`src/rtl/csr_chk_pkg.sv`:
```
package csr_chk_pkg;

  localparam logic [1:0] PRV_U = 2'd0;
  localparam logic [1:0] PRV_S = 2'd1;
  localparam logic [1:0] PRV_M = 2'd3;

  localparam int FS_LO = 13;
  localparam int FS_HI = 14;

  typedef enum logic [3:0] {
    RK_NONE, RK_FFLAGS, RK_FRM, RK_FCSR, RK_CTR,
    RK_STATUS, RK_MSCR, RK_SSCR, RK_HART
  } reg_kind_e;

  function automatic reg_kind_e decode_num(input logic [11:0] n);
    reg_kind_e k;
    case (n)
      12'h001: k = RK_FFLAGS;
      12'h002: k = RK_FRM;
      12'h003: k = RK_FCSR;
      12'h300: k = RK_STATUS;
      12'h340: k = RK_MSCR;
      12'h140: k = RK_SSCR;
      12'hF14: k = RK_HART;
      default: k = (n[11:5] == 7'h60) ? RK_CTR : RK_NONE;
    endcase
    return k;
  endfunction

  function automatic logic is_fp(input reg_kind_e k);
    return (k == RK_FFLAGS) || (k == RK_FRM) || (k == RK_FCSR);
  endfunction

endpackage

```
`src/rtl/csr_gate.sv`:
```
module csr_gate
  import csr_chk_pkg::*;
#(
  parameter int CTR_N = 32,
  localparam int IDX_W = $clog2(CTR_N)
) (
  input  reg_kind_e        kind_i,
  input  logic [1:0]       min_priv_i,
  input  logic             ro_i,
  input  logic [IDX_W-1:0] ctr_idx_i,
  input  logic [1:0]       priv_i,
  input  logic             dbg_i,
  input  logic             mask_nz_i,
  input  logic             spec_old_i,
  input  logic [CTR_N-1:0] mcen_i,
  input  logic [CTR_N-1:0] scen_i,
  input  logic             fp_en_i,
  input  logic             s_mode_i,
  input  logic             ctr_ext_i,
  output logic             illegal_o
);

  logic [CTR_N-1:0] ctr_ok;

  for (genvar i = 0; i < CTR_N; i++) begin : g_ctr_en
    assign ctr_ok[i] = ((priv_i >= PRV_M) || mcen_i[i]) &&
                       ((priv_i >= PRV_S) || scen_i[i]);
  end

  logic priv_fail, ro_fail, ctr_fail, fp_fail, s_fail, none_fail;

  always_comb begin
    priv_fail = !dbg_i && (priv_i < min_priv_i);
    ro_fail   = ro_i && mask_nz_i;
    none_fail = (kind_i == RK_NONE);
    ctr_fail  = 1'b0;
    if (kind_i == RK_CTR) begin
      if (!ctr_ext_i)      ctr_fail = 1'b1;
      else if (spec_old_i) ctr_fail = !ctr_ok[ctr_idx_i];
    end
    fp_fail   = is_fp(kind_i) && !fp_en_i && !dbg_i;
    s_fail    = (kind_i == RK_SSCR) && !s_mode_i;
    illegal_o = priv_fail | ro_fail | none_fail | ctr_fail | fp_fail | s_fail;
  end

endmodule

```
`src/rtl/csr_state.sv`:
```
module csr_state
  import csr_chk_pkg::*;
#(
  parameter int          XLEN    = 32,
  parameter logic [31:0] HART_ID = 32'd0
) (
  input  logic            clk,
  input  logic            rst,
  input  reg_kind_e       kind_i,
  input  logic            wr_en_i,
  input  logic [XLEN-1:0] wr_data_i,
  output logic [XLEN-1:0] rd_value_o
);

  localparam logic [XLEN-1:0] STATUS_WMASK =
    XLEN'((1 << 3) | (1 << 7) | (3 << 11) | (3 << FS_LO));

  logic [4:0]      fflags_q;
  logic [2:0]      frm_q;
  logic [XLEN-1:0] status_q, mscr_q, sscr_q;
  logic            sd_bit;

  assign sd_bit = (status_q[FS_HI:FS_LO] == 2'b11);

  always_comb begin
    case (kind_i)
      RK_FFLAGS: rd_value_o = XLEN'(fflags_q);
      RK_FRM:    rd_value_o = XLEN'(frm_q);
      RK_FCSR:   rd_value_o = XLEN'({frm_q, fflags_q});
      RK_STATUS: rd_value_o = status_q | {sd_bit, {(XLEN-1){1'b0}}};
      RK_MSCR:   rd_value_o = mscr_q;
      RK_SSCR:   rd_value_o = sscr_q;
      RK_HART:   rd_value_o = XLEN'(HART_ID);
      default:   rd_value_o = '0;
    endcase
  end

  always_ff @(posedge clk) begin
    if (rst) begin
      fflags_q <= '0;
      frm_q    <= '0;
      status_q <= '0;
      mscr_q   <= '0;
      sscr_q   <= '0;
    end else if (wr_en_i) begin
      case (kind_i)
        RK_FFLAGS: fflags_q <= wr_data_i[4:0];
        RK_FRM:    frm_q    <= wr_data_i[2:0];
        RK_FCSR: begin
          frm_q    <= wr_data_i[7:5];
          fflags_q <= wr_data_i[4:0];
        end
        RK_STATUS: status_q <= wr_data_i & STATUS_WMASK;
        RK_MSCR:   mscr_q   <= wr_data_i;
        RK_SSCR:   sscr_q   <= wr_data_i;
        default: ;
      endcase
      if (is_fp(kind_i)) status_q[FS_HI:FS_LO] <= 2'b11;
    end
  end


  fs_dirty_chk: assert property (@(posedge clk) disable iff (rst)
    (wr_en_i && is_fp(kind_i)) |=> (status_q[FS_HI:FS_LO] == 2'b11));

endmodule

```
`src/rtl/csr_access_unit.sv`:
```
module csr_access_unit
  import csr_chk_pkg::*;
#(
  parameter int          XLEN    = 32,
  parameter int          CTR_N   = 32,
  parameter logic [31:0] HART_ID = 32'd0
) (
  input  logic             clk,
  input  logic             rst,
  input  logic             req_i,
  input  logic [11:0]      num_i,
  input  logic [1:0]       priv_i,
  input  logic             dbg_i,
  input  logic [XLEN-1:0]  new_i,
  input  logic [XLEN-1:0]  mask_i,
  input  logic             spec_old_i,
  input  logic [CTR_N-1:0] mcen_i,
  input  logic [CTR_N-1:0] scen_i,
  input  logic             fp_en_i,
  input  logic             s_mode_i,
  input  logic             ctr_ext_i,
  output logic             rsp_valid_o,
  output logic             illegal_o,
  output logic [XLEN-1:0]  rdata_o,
  output logic [XLEN-1:0]  wdata_o,
  output logic             wstrobe_o
);

  localparam int IDX_W = $clog2(CTR_N);

  reg_kind_e       kind;
  logic            ill, mask_nz, do_write;
  logic [XLEN-1:0] old_val, merged;

  assign kind     = decode_num(num_i);
  assign mask_nz  = |mask_i;
  assign merged   = (old_val & ~mask_i) | (new_i & mask_i);
  assign do_write = req_i && !ill && mask_nz;

  csr_gate #(.CTR_N(CTR_N)) u_gate (
    .kind_i     (kind),
    .min_priv_i (num_i[9:8]),
    .ro_i       (num_i[11:10] == 2'b11),
    .ctr_idx_i  (num_i[IDX_W-1:0]),
    .priv_i     (priv_i),
    .dbg_i      (dbg_i),
    .mask_nz_i  (mask_nz),
    .spec_old_i (spec_old_i),
    .mcen_i     (mcen_i),
    .scen_i     (scen_i),
    .fp_en_i    (fp_en_i),
    .s_mode_i   (s_mode_i),
    .ctr_ext_i  (ctr_ext_i),
    .illegal_o  (ill)
  );

  csr_state #(.XLEN(XLEN), .HART_ID(HART_ID)) u_state (
    .clk        (clk),
    .rst        (rst),
    .kind_i     (kind),
    .wr_en_i    (do_write),
    .wr_data_i  (merged),
    .rd_value_o (old_val)
  );

  always_ff @(posedge clk) begin
    if (rst) begin
      rsp_valid_o <= 1'b0;
      illegal_o   <= 1'b0;
      rdata_o     <= '0;
      wdata_o     <= '0;
      wstrobe_o   <= 1'b0;
    end else begin
      rsp_valid_o <= req_i;
      illegal_o   <= req_i && ill;
      rdata_o     <= (req_i && !ill) ? old_val : '0;
      wdata_o     <= (req_i && !ill) ? merged : '0;
      wstrobe_o   <= do_write;
    end
  end


  low_priv_chk: assert property (@(posedge clk) disable iff (rst)
    (req_i && !dbg_i && (priv_i < num_i[9:8])) |=> illegal_o);


  ro_write_chk: assert property (@(posedge clk) disable iff (rst)
    (req_i && (num_i[11:10] == 2'b11) && (mask_i != '0)) |=> (illegal_o && !wstrobe_o));


  pure_read_chk: assert property (@(posedge clk) disable iff (rst)
    (req_i && (mask_i == '0)) |=> !wstrobe_o);


  no_ctr_ext_chk: assert property (@(posedge clk) disable iff (rst)
    (req_i && (num_i[11:5] == 7'h60) && !ctr_ext_i) |=> illegal_o);


  fp_off_chk: assert property (@(posedge clk) disable iff (rst)
    (req_i && (num_i == 12'h001) && !fp_en_i && !dbg_i) |=> illegal_o);

endmodule

```
`config.mk`:
```
export PLATFORM = sky130hd
export DESIGN_NAME = csr_access_unit
export DESIGN_NICKNAME = d
export VERILOG_FILES = /design/src/rtl/csr_chk_pkg.sv /design/src/rtl/csr_gate.sv /design/src/rtl/csr_state.sv /design/src/rtl/csr_access_unit.sv
export SDC_FILE = /design/constraint.sdc
export NUM_CORES = 1
export LEC_CHECK = 0
export ABC_AREA = 1
export ABC_CLOCK_PERIOD_IN_PS = 3700
export BUFFER_PORTS_ARGS = -buffer_cell sky130_fd_sc_hd__buf_2
export CAP_MARGIN = 10
export CELL_PAD_IN_SITES_DETAIL_PLACEMENT = 2
export CELL_PAD_IN_SITES_GLOBAL_PLACEMENT = 2
export CORE_MARGIN = 2
export CORE_UTILIZATION = 29
export DETAILED_ROUTE_END_ITERATION = 16
export GPL_TIMING_DRIVEN = 0
export PLACE_DENSITY_LB_ADDON = 0.12
export SYNTH_ARGS = -nofsm -noshare
export SYNTH_HDL_FRONTEND = slang
export SYNTH_SLANG_ARGS = --single-unit
```
`constraint.sdc`:
```
create_clock -name clk -period 3.7 [get_ports clk]
set_input_delay 0.74 -clock clk [delete_from_list [all_inputs] [get_ports clk]]
set_output_delay 0.74 -clock clk [all_outputs]
set_load 0.1 [all_outputs]
```
==> results of run 1 <==
[cell families (layout without fill, tap and decap cells)]
logic type,Yosys count,count (layout),share of synthesized area (%)
adder cells (fa/ha/maj),1,1,0.1699
AO/OA/AOI/OAI,114,114,8.614
buffers and inverters,313,560,17.69
flip-flops,145,145,39.42
AND/OR/NAND/NOR,599,599,34.11
[routing by layer]
metal  global-route usage, %  wire [µm]  up-vias
met3                   3.530       1332       26
met2                   39.41      14350      160
li1                        -          -     3993
met5                       0          0        -
met1                   28.95      13370     3887
met4                   6.114        454        0
[report_power, final]
| group | internal [mW] | switching [mW] |
|---|---|---|
| clock network | 0.908 | 0.849 |
| logic | 0.112 | 0.197 |
| registers | 1.56 | 0.000507 |
[flip-flops by register name, summed over array words and instances, names as in the netlist, 3 cells and up]
| name | count |
|---|---|
| rdata_o | 32 |
| u_state.frm_q | 3 |
| u_state.status_q | 6 |
| u_state.mscr_q | 32 |
| u_state.sscr_q | 32 |
| wdata_o | 32 |
| u_state.fflags_q | 5 |
[worst paths after layout]
kind,end,slack (ps),start
max,u_state.fflags_q[4]$_SDFFE_PP0P_,800,num_i[1]
min,u_state.mscr_q[29]$_SDFFE_PP0P_,470,u_state.mscr_q[29]$_SDFFE_PP0P_
max reg2reg,u_state.fflags_q[3]$_SDFFE_PP0P_,1920,u_state.fflags_q[3]$_SDFFE_PP0P_
min reg2reg,u_state.mscr_q[29]$_SDFFE_PP0P_,470,u_state.mscr_q[29]$_SDFFE_PP0P_
[placed cells by master (no fill, tap or decap), types with 3 or more instances in the layout]
cell type   count
nand3b_1        3
inv_2           3
o21ai_1         4
clkinv_8        4
o22ai_1        28
clkinvlp_4      3
o211ai_1        3
nand2_1       280
nand3_1        39
buf_2         227
buf_6          13
inv_1         265
nor2_1        210
a21oi_1        34
inv_8           5
o21ai_0        40
nor2_4          4
clkbuf_1       13
nand4_1        40
nor3_1          3
clkbuf_16      17
nand2_2         5
buf_4           4
or2_2           5
dfxtp_1       145
[final cells by class]
type                    count  share of cell area, %
multi-input cells         714                  33.43
clock buffers              17                  4.502
well taps                 330                  4.370
clock inverters            15                  1.801
repair buffers            215                  11.39
flip-flops and latches    145                  30.72
inverters                 269                  10.69
plain buffers              44                  3.099
[critical path, stage by stage]
cell       delay (ps)
buf_2             160
nor2_4            290
nand2_2           120
nor2_1            150
nand2_2           130
inv_1             120
clkbuf_1          530
nand2_1           100
o2111ai_1         200
nand2_1            90
o21ai_0           280
nand4_1           170
a21oi_1           160
[metrics by stage]
| step | cells | cell area [µm²] | total power [mW] | utilization, % |
|---|---|---|---|---|
| after floorplan | 1172 | 7365 | 1.756 | - |
| after global placement | 1717 | 8853 | 1.904 | 35.36 |
| after detailed placement | 1717 | 8853 | 1.911 | 35.36 |
| after CTS | 1749 | 9449 | 3.666 | 37.74 |
| after global routing | 1749 | 9449 | 3.775 | 37.74 |
| final | 1749 | 9449 | 3.627 | 37.74 |
==> results_dict.tcl, run 1 <==
set metrics [dict create \
    drtIter0Drc 302 \
    ys_ff_latch 145 \
    end_kind "flip-flop" \
    synth_common_cells "nand2_1 (280), inv_1 (265), nor2_1 (210), dfxtp_1 (145)" \
    syn-cell-area_mm2 0.007365 \
    place.gp.congestion 0.8057 \
    status "finished clean" \
    timing.final.crit_share_pct 78.28 \
    diodes 0 \
    postCtsSetupBuffers 0 \
    drive_gt1_share_pct 21.07 \
    cp_data_required_time_ps 4060 \
    reg2reg_depth 6 \
    start_util_pct 29.42 \
    grt_pass1_vias 8709 \
    die_w_um 163.4 \
    post-synth-top-count-cell "nand2_1" \
    overflow 0 \
    dp_slack_ps 378.0 \
    grt_pass1_wl_um 46690 \
    synth-edff-count 0 \
    die-area_mm2 0.02669 \
    fp.dieH_um 163.4 \
    dp_hpwl_um 22460 \
    critical_path.max_fanout 10 \
    grt_max_degree 18 \
    area_delta_synth_final_pct 28.30 \
    synthDistinctLibCells 35 \
    nFillCells 3220 \
    clockBufferDepth 2 \
    cts-root-buf "clkbuf_16" \
    rows 58 \
    drc 0 \
    hold_buffers 0 \
    holdCritPathClass "flip-flop to flip-flop" \
    skew_ps 11.88 \
    arrival_ps 3250 \
    setup_slack_ps 803.6 \
    final-hold-violation-count 0 \
    max_slew.worst_pin.slew_ps 837.4 \
    holdWs_ps 472.4 \
    synth_ff_type "dfxtp_1" \
    slew_headroom_pct 44.17 \
    syn_avg_cell_area_um2 6.284 \
    core_area_mm2 0.02504 \
    hold_depth 2 \
    detail-route-antenna-nets 0 \
    synth_seq_area_share_pct 39.42 \
    critPathKind "input pin to flip-flop" \
    wl_per_cell_um 16.87 \
    worstSetupStartpointType "input pin" \
    vias 8066 \
    fin_crit_ps 2896 \
    ir_worst_vdd_mv 0.2978 \
    synth_area_leaders "dfxtp_1 (39%), nand2_1 (14%), inv_1 (14%), nor2_1 (11%), nand4_1 (3.4%)" \
    totalWireLength_um 29510 \
    vias_per_cell 4.612 \
    yosys.area.top_type "dfxtp_1" \
    synth_top_area_share_pct 39.42 \
    seqCellArea_mm2 0.002903 \
    cts.sinks 145 \
    multi_input_area_mm2 0.003159 \
    cts_tree "done" \
    async_reset_ff_share_pct 0 \
    rsz0062_at_grt "no" \
    num-nets-final 1557 \
    cap_violations 0 \
    syn_nets 1323 \
    io_buffers 215 \
    antenna_found_initial 0 \
    cts_resized 0 \
    drtPass1Iterations 4 \
    cts_max_level 4 \
    max_freq_mhz 345.3 \
    maxSlewViolCount 0 \
    ios 217 \
    numCtsBuffers 17 \
    clock_latency_ps 440 \
    fin_tns_setup_ps 0 \
    power_density_mw_per_mm2 383.9 \
    grt.total_usage_pct 22.62 \
    yosys_warnings 0 \
    p_leak_nw 5.061 \
    clk_pin_slew_ps 70 \
    finalSetupViolations 0 \
    netlist_instances 1172 \
]
(Power assumes the default switching activity.)
==> inputs of run 2 (changes only) <==
Settings changed: ABC_AREA 1 to 0, ABC_CLOCK_PERIOD_IN_PS 3700 to 2900, CORE_UTILIZATION 29 to 30.
Clock period 3.7 ns to 2.9 ns, I/O delays scaled along.
==> run 2 against run 1 <==
  * Sequential power rose by 28%
  * Routed wire length fell by 9.7%
  * Largest cell class unchanged
  * Critical path type unchanged
  * Global-route usage about the same
  * Final cell count fell by 29%
  * Count of clock-buffer cells in the layout is the same
  * Area after synthesis shrank 9.3%
==> results_dict.tcl, run 2 <==
set metrics [dict create \
    timing.final.crit_share_pct 94.22 \
    hold_depth 3 \
    drtPass1Iterations 5 \
    hold_buffers 0 \
    io_buffers 213 \
    hold_path_startpoint "new_i[27]" \
    critical_path.max_fanout 10 \
    crit_top_cell "buf_2" \
    synth_ff_type "dfxtp_1" \
    reg2reg_depth 6 \
    status "finished clean" \
    fp.dieH_um 153.2 \
    ir_worst_vdd_mv 0.3188 \
    synth_compound_area_share_pct 15.06 \
    ios 217 \
    synth_common_cells "dfxtp_1 (145), mux2i_1 (108), nand2_1 (74), nor3_1 (44), nor2_1 (43)" \
    slew_headroom_pct 39.42 \
    dpl_cell_area_mm2 0.008098 \
    p_leak_nw 3.752 \
    vias 6412 \
    postCtsSetupBuffers 0 \
    synth_top_area_share_pct 43.45 \
    vias_per_cell 5.188 \
    drtIter0Drc 203 \
    design_area_mm2 0.008715 \
    cp_data_required_time_ps 3190 \
    cap_violations 0 \
    synth-edff-count 0 \
    finalNonFillerCells 1236 \
    r2r-start "u_state.frm_q[0]$_SDFFE_PP0P_" \
    slowest_delay_ps 490 \
    end_kind "flip-flop" \
    overflow 0 \
    cts-root-buf "clkbuf_16" \
    dp_slack_ps -770.9 \
    async_reset_ff_share_pct 0 \
    clock_latency_ps 420 \
    rows 54 \
    totalWireLength_um 26640 \
    critPathKind "input pin to flip-flop" \
    yosys.area_share.simple_pct 19.44 \
    cp_num_buf_inv 4 \
    cp_top_family "buffers and inverters" \
    max_slew.worst_pin.slew_ps 908.8 \
    post-synth-top-count-cell "dfxtp_1" \
    numCtsBuffers 17 \
    path_cells "buf_2 -> nor3_1 -> nand3_2 -> o31ai_4 -> inv_2 -> o2111ai_1 -> buf_2 -> buf_2 -> a21oi_1" \
    finalSetupViolations 0 \
    synthDistinctLibCells 58 \
    antenna_found_initial 1 \
    maxSlewViolCount 0 \
    nFillCells 2478 \
    skew_ps 5.938 \
    rsz0062_at_grt "no" \
    drc 0 \
    muxShareOfSynthArea_pct 17.36 \
    dp_hpwl_um 20580 \
    num-nets-final 1094 \
    netlist_instances 711 \
    grt.total_usage_pct 22.63 \
    holdCritPathClass "input pin to flip-flop" \
    wl_per_cell_um 21.55 \
    clk_pin_slew_ps 70 \
    cp_slowest_cell "nor3_1" \
    syn-cell-area_mm2 0.006681 \
    cts_max_level 4 \
    cts.sinks 145 \
    area_delta_synth_final_pct 30.43 \
    synth_top_family_by_area "simple AND/OR/NAND/NOR gates" \
    fin_tns_setup_ps 0 \
    yosys.area.top_type "dfxtp_1" \
    synth_area_leaders "dfxtp_1 (43%), mux2i_1 (16%), o221ai_1 (4.3%), nand2_1 (4.2%), o21a_1 (3.6%)" \
    ys_ff_latch 145 \
    start_util_pct 30.62 \
    final-hold-violation-count 0 \
    core_area_mm2 0.02182 \
    grt_max_degree 17 \
    synth_seq_area_share_pct 43.45 \
    syn_avg_cell_area_um2 9.397 \
    hold_path_end "wdata_o[27]$_SDFF_PP0_" \
    r2r_setup_slack_ps 1250 \
    max_freq_mhz 366.0 \
    worstSetupStartpointType "input pin" \
    die-area_mm2 0.02348 \
    clockBufferDepth 2 \
    mostFrequentLayoutCells "buf_2 (223), dfxtp_1 (145), mux2i_1 (108), nand2_1 (74), nor3_1 (44)" \
    yosys_warnings 0 \
    grt_pass1_vias 7272 \
    arrival_ps 3020 \
    grt_pass1_wl_um 41450 \
    fin_crit_ps 2732 \
    power_density_mw_per_mm2 539.9 \
    place.gp.congestion 0.8192 \
    synth_fa_ha_area_share_pct 0.1873 \
    detail-route-antenna-nets 0 \
    cts_tree "done" \
    rr_endpoint "u_state.mscr_q[0]$_SDFFE_PP0P_" \
    die_w_um 153.2 \
    drive_gt1_share_pct 30.89 \
    syn_nets 862 \
    setup_slack_ps 167.6 \
    mostFrequentLayoutCell "buf_2" \
    synth_xor_area_share_pct 0 \
    dpl.cell_count 1204 \
]
[run 2: cell types whose count changed in the layout (fill, tap and decap cells not counted), moves of 31 or more]
cell      change
inv_1       -256
o221ai_1     +33
nand3_1      -34
nor2_1      -167
o21a_1       +31
nand4_1      -32
nor3_1       +41
mux2i_1     +108
o21ai_0      -37
nand2_1     -206
[run 2: where the power goes]
group	internal [mW]	switching, mW	total (mW)
combinational	0.165	0.247	0.412
clock	1.36	0.938	2.30
sequential	1.99	0.000501	1.99
total	3.52	1.19	4.71
[run 2: cells by family (layout without fill, tap and decap cells)]
logic type / after synthesis / after routing
compound gates: 132 / 132
fa+ha+maj: 1 / 1
buf+inv: 66 / 310
flops: 145 / 145
mux: 114 / 114
other cells: 0 / 1
simple gates: 253 / 253
[run 2: worst max-delay path by stage]
stage,start,to,slack [ps],cells after the start
final,num_i[7],rdata_o[3]$_SDFF_PP0_,170,9
after CTS,num_i[9],u_state.mscr_q[28]$_SDFFE_PP0P_,100,10
after global routing,num_i[1],rdata_o[3]$_SDFF_PP0_,5,10
after global placement,num_i[9],rdata_o[3]$_SDFF_PP0_,-760,11
after floorplan,num_i[9],u_state.sscr_q[5]$_SDFFE_PP0P_,80,11
after detailed placement,num_i[9],u_state.mscr_q[28]$_SDFFE_PP0P_,-770,10
[run 2: routing by layer]
layer  part of all wire [%]  track usage, %
met1                     44           28.07
met2                     50           40.45
met3                    4.6           4.536
met4                    1.5           4.982
met5                      0               0
[run 2: cell type report]
cell class / instances / area [µm²] / share of cell area (%)
clock inverters: 14 / 178.9 / 2.053
inverters: 11 / 41.29 / 0.4738
multi-input cells: 500 / 3483 / 39.97
repair buffers: 213 / 1066 / 12.23
diodes: 1 / 2.502 / 0.02871
flip-flops and latches: 145 / 2903 / 33.31
plain buffers: 55 / 264.0 / 3.029
clock buffers: 17 / 425.4 / 4.882
well taps: 280 / 350.3 / 4.020
[run 2: tightest hold or removal path, cell delays in order]
cell     delay (ps)
buf_2            70
a21oi_1          60
nor2_1           80
[run 2: stage by stage]
stage	power [mW]	utilization (%)	hold slack (ps)
after floorplan	2.234	-	432.2
after global placement	2.439	37.11	440.5
after detailed placement	2.449	37.11	451.8
after CTS	4.745	39.91	393.2
after global routing	4.889	39.93	418.2
final	4.705	39.93	403.4
[run 2: timing repair]
item | in CTS | in global routing
pin swaps | 0 | 0
resized for setup | 5 | 1
setup endpoints to repair | 138 | 33
==> inputs of run 3 (changes only) <==
Settings changed: RECOVER_POWER set to 100, SYNTH_HIERARCHICAL set to 1.
==> run 3 against run 2 <==
  * The run now ends with negative setup slack left
  * Hold slack got worse by 45 ps
  * Count of clock-buffer cells in the layout is the same
  * Core utilization grew 5.6 points
  * Clock skew rose by 5.3 ps
  * Die area up 3.8%
  * Clock power up 5%
  * Non-clock buffer count rose by 50
  * Maximum frequency fell by 17%
  * Sequential cell count stayed put
  * Final cell count increased by 9.6%
==> results_dict.tcl, run 3 <==
set metrics [dict create \
    status "finished with violations" \
    violations "negative setup slack" \
    die_w_um 156.1 \
    post-synth-top-count-cell "dfxtp_1" \
    hold_path_startpoint "rst" \
    synth_common_cells "dfxtp_1 (145), a21oi_1 (85), nand3_1 (73), o21ai_0 (70), and2_1 (68)" \
    drive_gt1_share_pct 47.05 \
    path_cells "buf_8 -> nor4_4 -> nand2_2 -> buf_6 -> nor4_4 -> nor4b_4 -> and3_4 -> nand3_4 -> a2111oi_4 -> a211oi_2 -> o31ai_2 -> nand2b_4 -> a21oi_4 -> and3b_2 -> buf_12 -> buf_6 -> nand3_1 -> a21oi_1" \
    clock_latency_ps 430 \
    skew_ps 11.22 \
    critical_path.max_fanout 10 \
    cts_tree "done" \
    cp_top_family "simple AND/OR/NAND/NOR gates" \
    grt.total_usage_pct 25.51 \
    syn_avg_cell_area_um2 8.754 \
    vias 7531 \
    antenna_found_initial 2 \
    hold_buffers 0 \
    synth_seq_area_share_pct 41.82 \
    holdCritPathClass "input pin to flip-flop" \
    mostFrequentLayoutCells "buf_2 (227), dfxtp_1 (145), a21oi_1 (70), o21ai_0 (68), and2_4 (59)" \
    yosys_warnings 6 \
    cp_slowest_cell "nor4_4" \
    wl_per_cell_um 23.82 \
    yosys.area.top_type "dfxtp_1" \
    syn-cell-area_mm2 0.006942 \
    start_util_pct 30.57 \
    rows 55 \
    slew_headroom_pct 54.28 \
    synth_top_area_share_pct 41.82 \
    synth_area_leaders "dfxtp_1 (42%), a21oi_1 (6.1%), and2_1 (6.1%), mux2_2 (6.0%), nand3_1 (5.3%)" \
    async_reset_ff_share_pct 0 \
    grt_max_degree 17 \
    mostFrequentLayoutCell "buf_2" \
    cts-root-buf "clkbuf_16" \
    clockBufferDepth 2 \
    reg2reg_depth 6 \
    cts.sinks 145 \
    area_delta_synth_final_pct 48.99 \
    drtIter0Drc 356 \
    ios 217 \
    rsz0062_at_grt "yes" \
    die-area_mm2 0.02437 \
    finalNonFillerCells 1355 \
    numCtsBuffers 17 \
    place.gp.congestion 0.8019 \
    maxSlewViolCount 0 \
    power_density_mw_per_mm2 465.6 \
    design_area_mm2 0.01034 \
    dpl_cell_area_mm2 0.008611 \
    hold_path_end "rsp_valid_o$_SDFF_PP0_" \
    core_area_mm2 0.02271 \
    max_freq_mhz 302.8 \
    drc 0 \
    grt_pass1_wl_um 46940 \
    io_buffers 216 \
    dp_hpwl_um 21680 \
    worstSetupStartpointType "input pin" \
    critPathKind "input pin to flip-flop" \
    drtPass1Iterations 5 \
    timing.final.crit_share_pct 113.9 \
    num-nets-final 1208 \
    netlist_instances 793 \
    arrival_ps 3650 \
    rr_endpoint "u_state/frm_q[2]$_SDFFE_PP0P_" \
    cts_max_level 4 \
    detail-route-antenna-nets 0 \
    final-hold-violation-count 0 \
    holdWs_ps 358.9 \
    slowest_delay_ps 360 \
    fp.dieH_um 156.1 \
    cap_violations 0 \
    max_slew.worst_pin.slew_ps 685.8 \
    hold_depth 2 \
    clk_pin_slew_ps 60 \
    ys_ff_latch 145 \
    ir_worst_vdd_mv 0.3473 \
    overflow 0 \
    p_leak_nw 4.102 \
    end_kind "flip-flop" \
    finalSetupViolations 142 \
    cp_data_required_time_ps 3250 \
    grt_pass1_vias 8146 \
    r2r_setup_slack_ps 1240 \
    synth-edff-count 0 \
    r2r-start "u_state/frm_q[2]$_SDFFE_PP0P_" \
    synth_ff_type "dfxtp_1" \
    dpl.cell_count 1294 \
    totalWireLength_um 32280 \
    cp_num_buf_inv 4 \
    syn_nets 944 \
    fin_crit_ps 3303 \
    vias_per_cell 5.558 \
    setup_slack_ps -403.0 \
    synthDistinctLibCells 56 \
]
-- run 3: changes by cell type in the layout (fill, tap and decap cells not counted), sizes merged, moves of 31 or more --
cell	before	now
nor3	44	13
nand3	6	73
and2	3	68
nand2	74	17
mux2i	108	10
buf	237	281
o21ai	4	88
mux2	5	37
a21oi	24	85
-- run 3: layout make-up --
| class | count | area (µm²) |
|---|---|---|
| antenna | 1 | 2.502 |
| buffer | 71 | 689.4 |
| clock buffer | 17 | 425.4 |
| clock inverter | 14 | 202.7 |
| fill | 2523 | 12370 |
| inverter | 6 | 22.52 |
| multi-input combinational | 569 | 4239 |
| sequential | 145 | 2903 |
| tap | 285 | 356.6 |
| timing repair buffer | 247 | 1501 |
-- run 3: worst max-delay path by stage --
stage             start                               end  slack (ps)  depth (start not counted)
6_report       num_i[1]  u_state/status_q[7]$_SDFFE_PP0P_        -400                         18
3_5_place_dp   num_i[4]   u_state/sscr_q[20]$_SDFFE_PP0P_       -1310                         16
3_3_place_gp   num_i[4]    u_state/mscr_q[4]$_SDFFE_PP0P_       -1240                         16
4_1_cts        num_i[5]    u_state/mscr_q[2]$_SDFFE_PP0P_        -390                         17
5_1_grt        num_i[1]   u_state/mscr_q[12]$_SDFFE_PP0P_        -570                         18
2_1_floorplan  num_i[7]   u_state/mscr_q[24]$_SDFFE_PP0P_        -340                         16
-- run 3: report_power, final --
part,internal (mW),leakage (nW),switching [mW]
combinational,0.171,2.64,0.243
clock,1.45,0.299,0.956
sequential,1.99,1.17,0.000492
total,3.61,4.10,1.20
-- run 3: per-layer routing --
metal | track usage [%] | vias up | wire length, µm
met4 | 7.558 | 0 | 545
met5 | 0 | - | 0
met1 | 31.56 | 3814 | 13790
li1 | - | 3448 | -
met3 | 4.778 | 45 | 1634
met2 | 45.03 | 224 | 16320
-- run 3: timing repair --
item,in CTS,in global routing
gates cloned,9,1
setup buffers,17,9
resized for setup,113,91
endpoints found under the setup margin,143,143
pin swaps,13,13
-- run 3: kinds of logic after synthesis --
| family | after synthesis | share of synthesized area, % |
|---|---|---|
| AO/OA/AOI/OAI | 274 | 24.41 |
| XOR/XNOR | 1 | 0.1262 |
| adder cells (fa/ha/maj) | 1 | 0.1802 |
| buffers and inverters | 79 | 5.750 |
| flip-flops | 145 | 41.82 |
| multiplexers | 47 | 7.444 |
| AND/OR/NAND/NOR | 246 | 20.28 |
-- run 3: metrics by stage --
stage | setup TNS, ps | util (%) | setup slack [ps] | power [mW]
global placement | -146970 | 37.92 | -1244 | 2.416
finish | -35340 | 45.54 | -403.0 | 4.815
floorplan | -35160 | - | -337.4 | 2.217
CTS | -43350 | 44.05 | -389.5 | 4.830
detailed placement | -153490 | 37.92 | -1311 | 2.420
global route | -59770 | 45.54 | -566.8 | 4.979
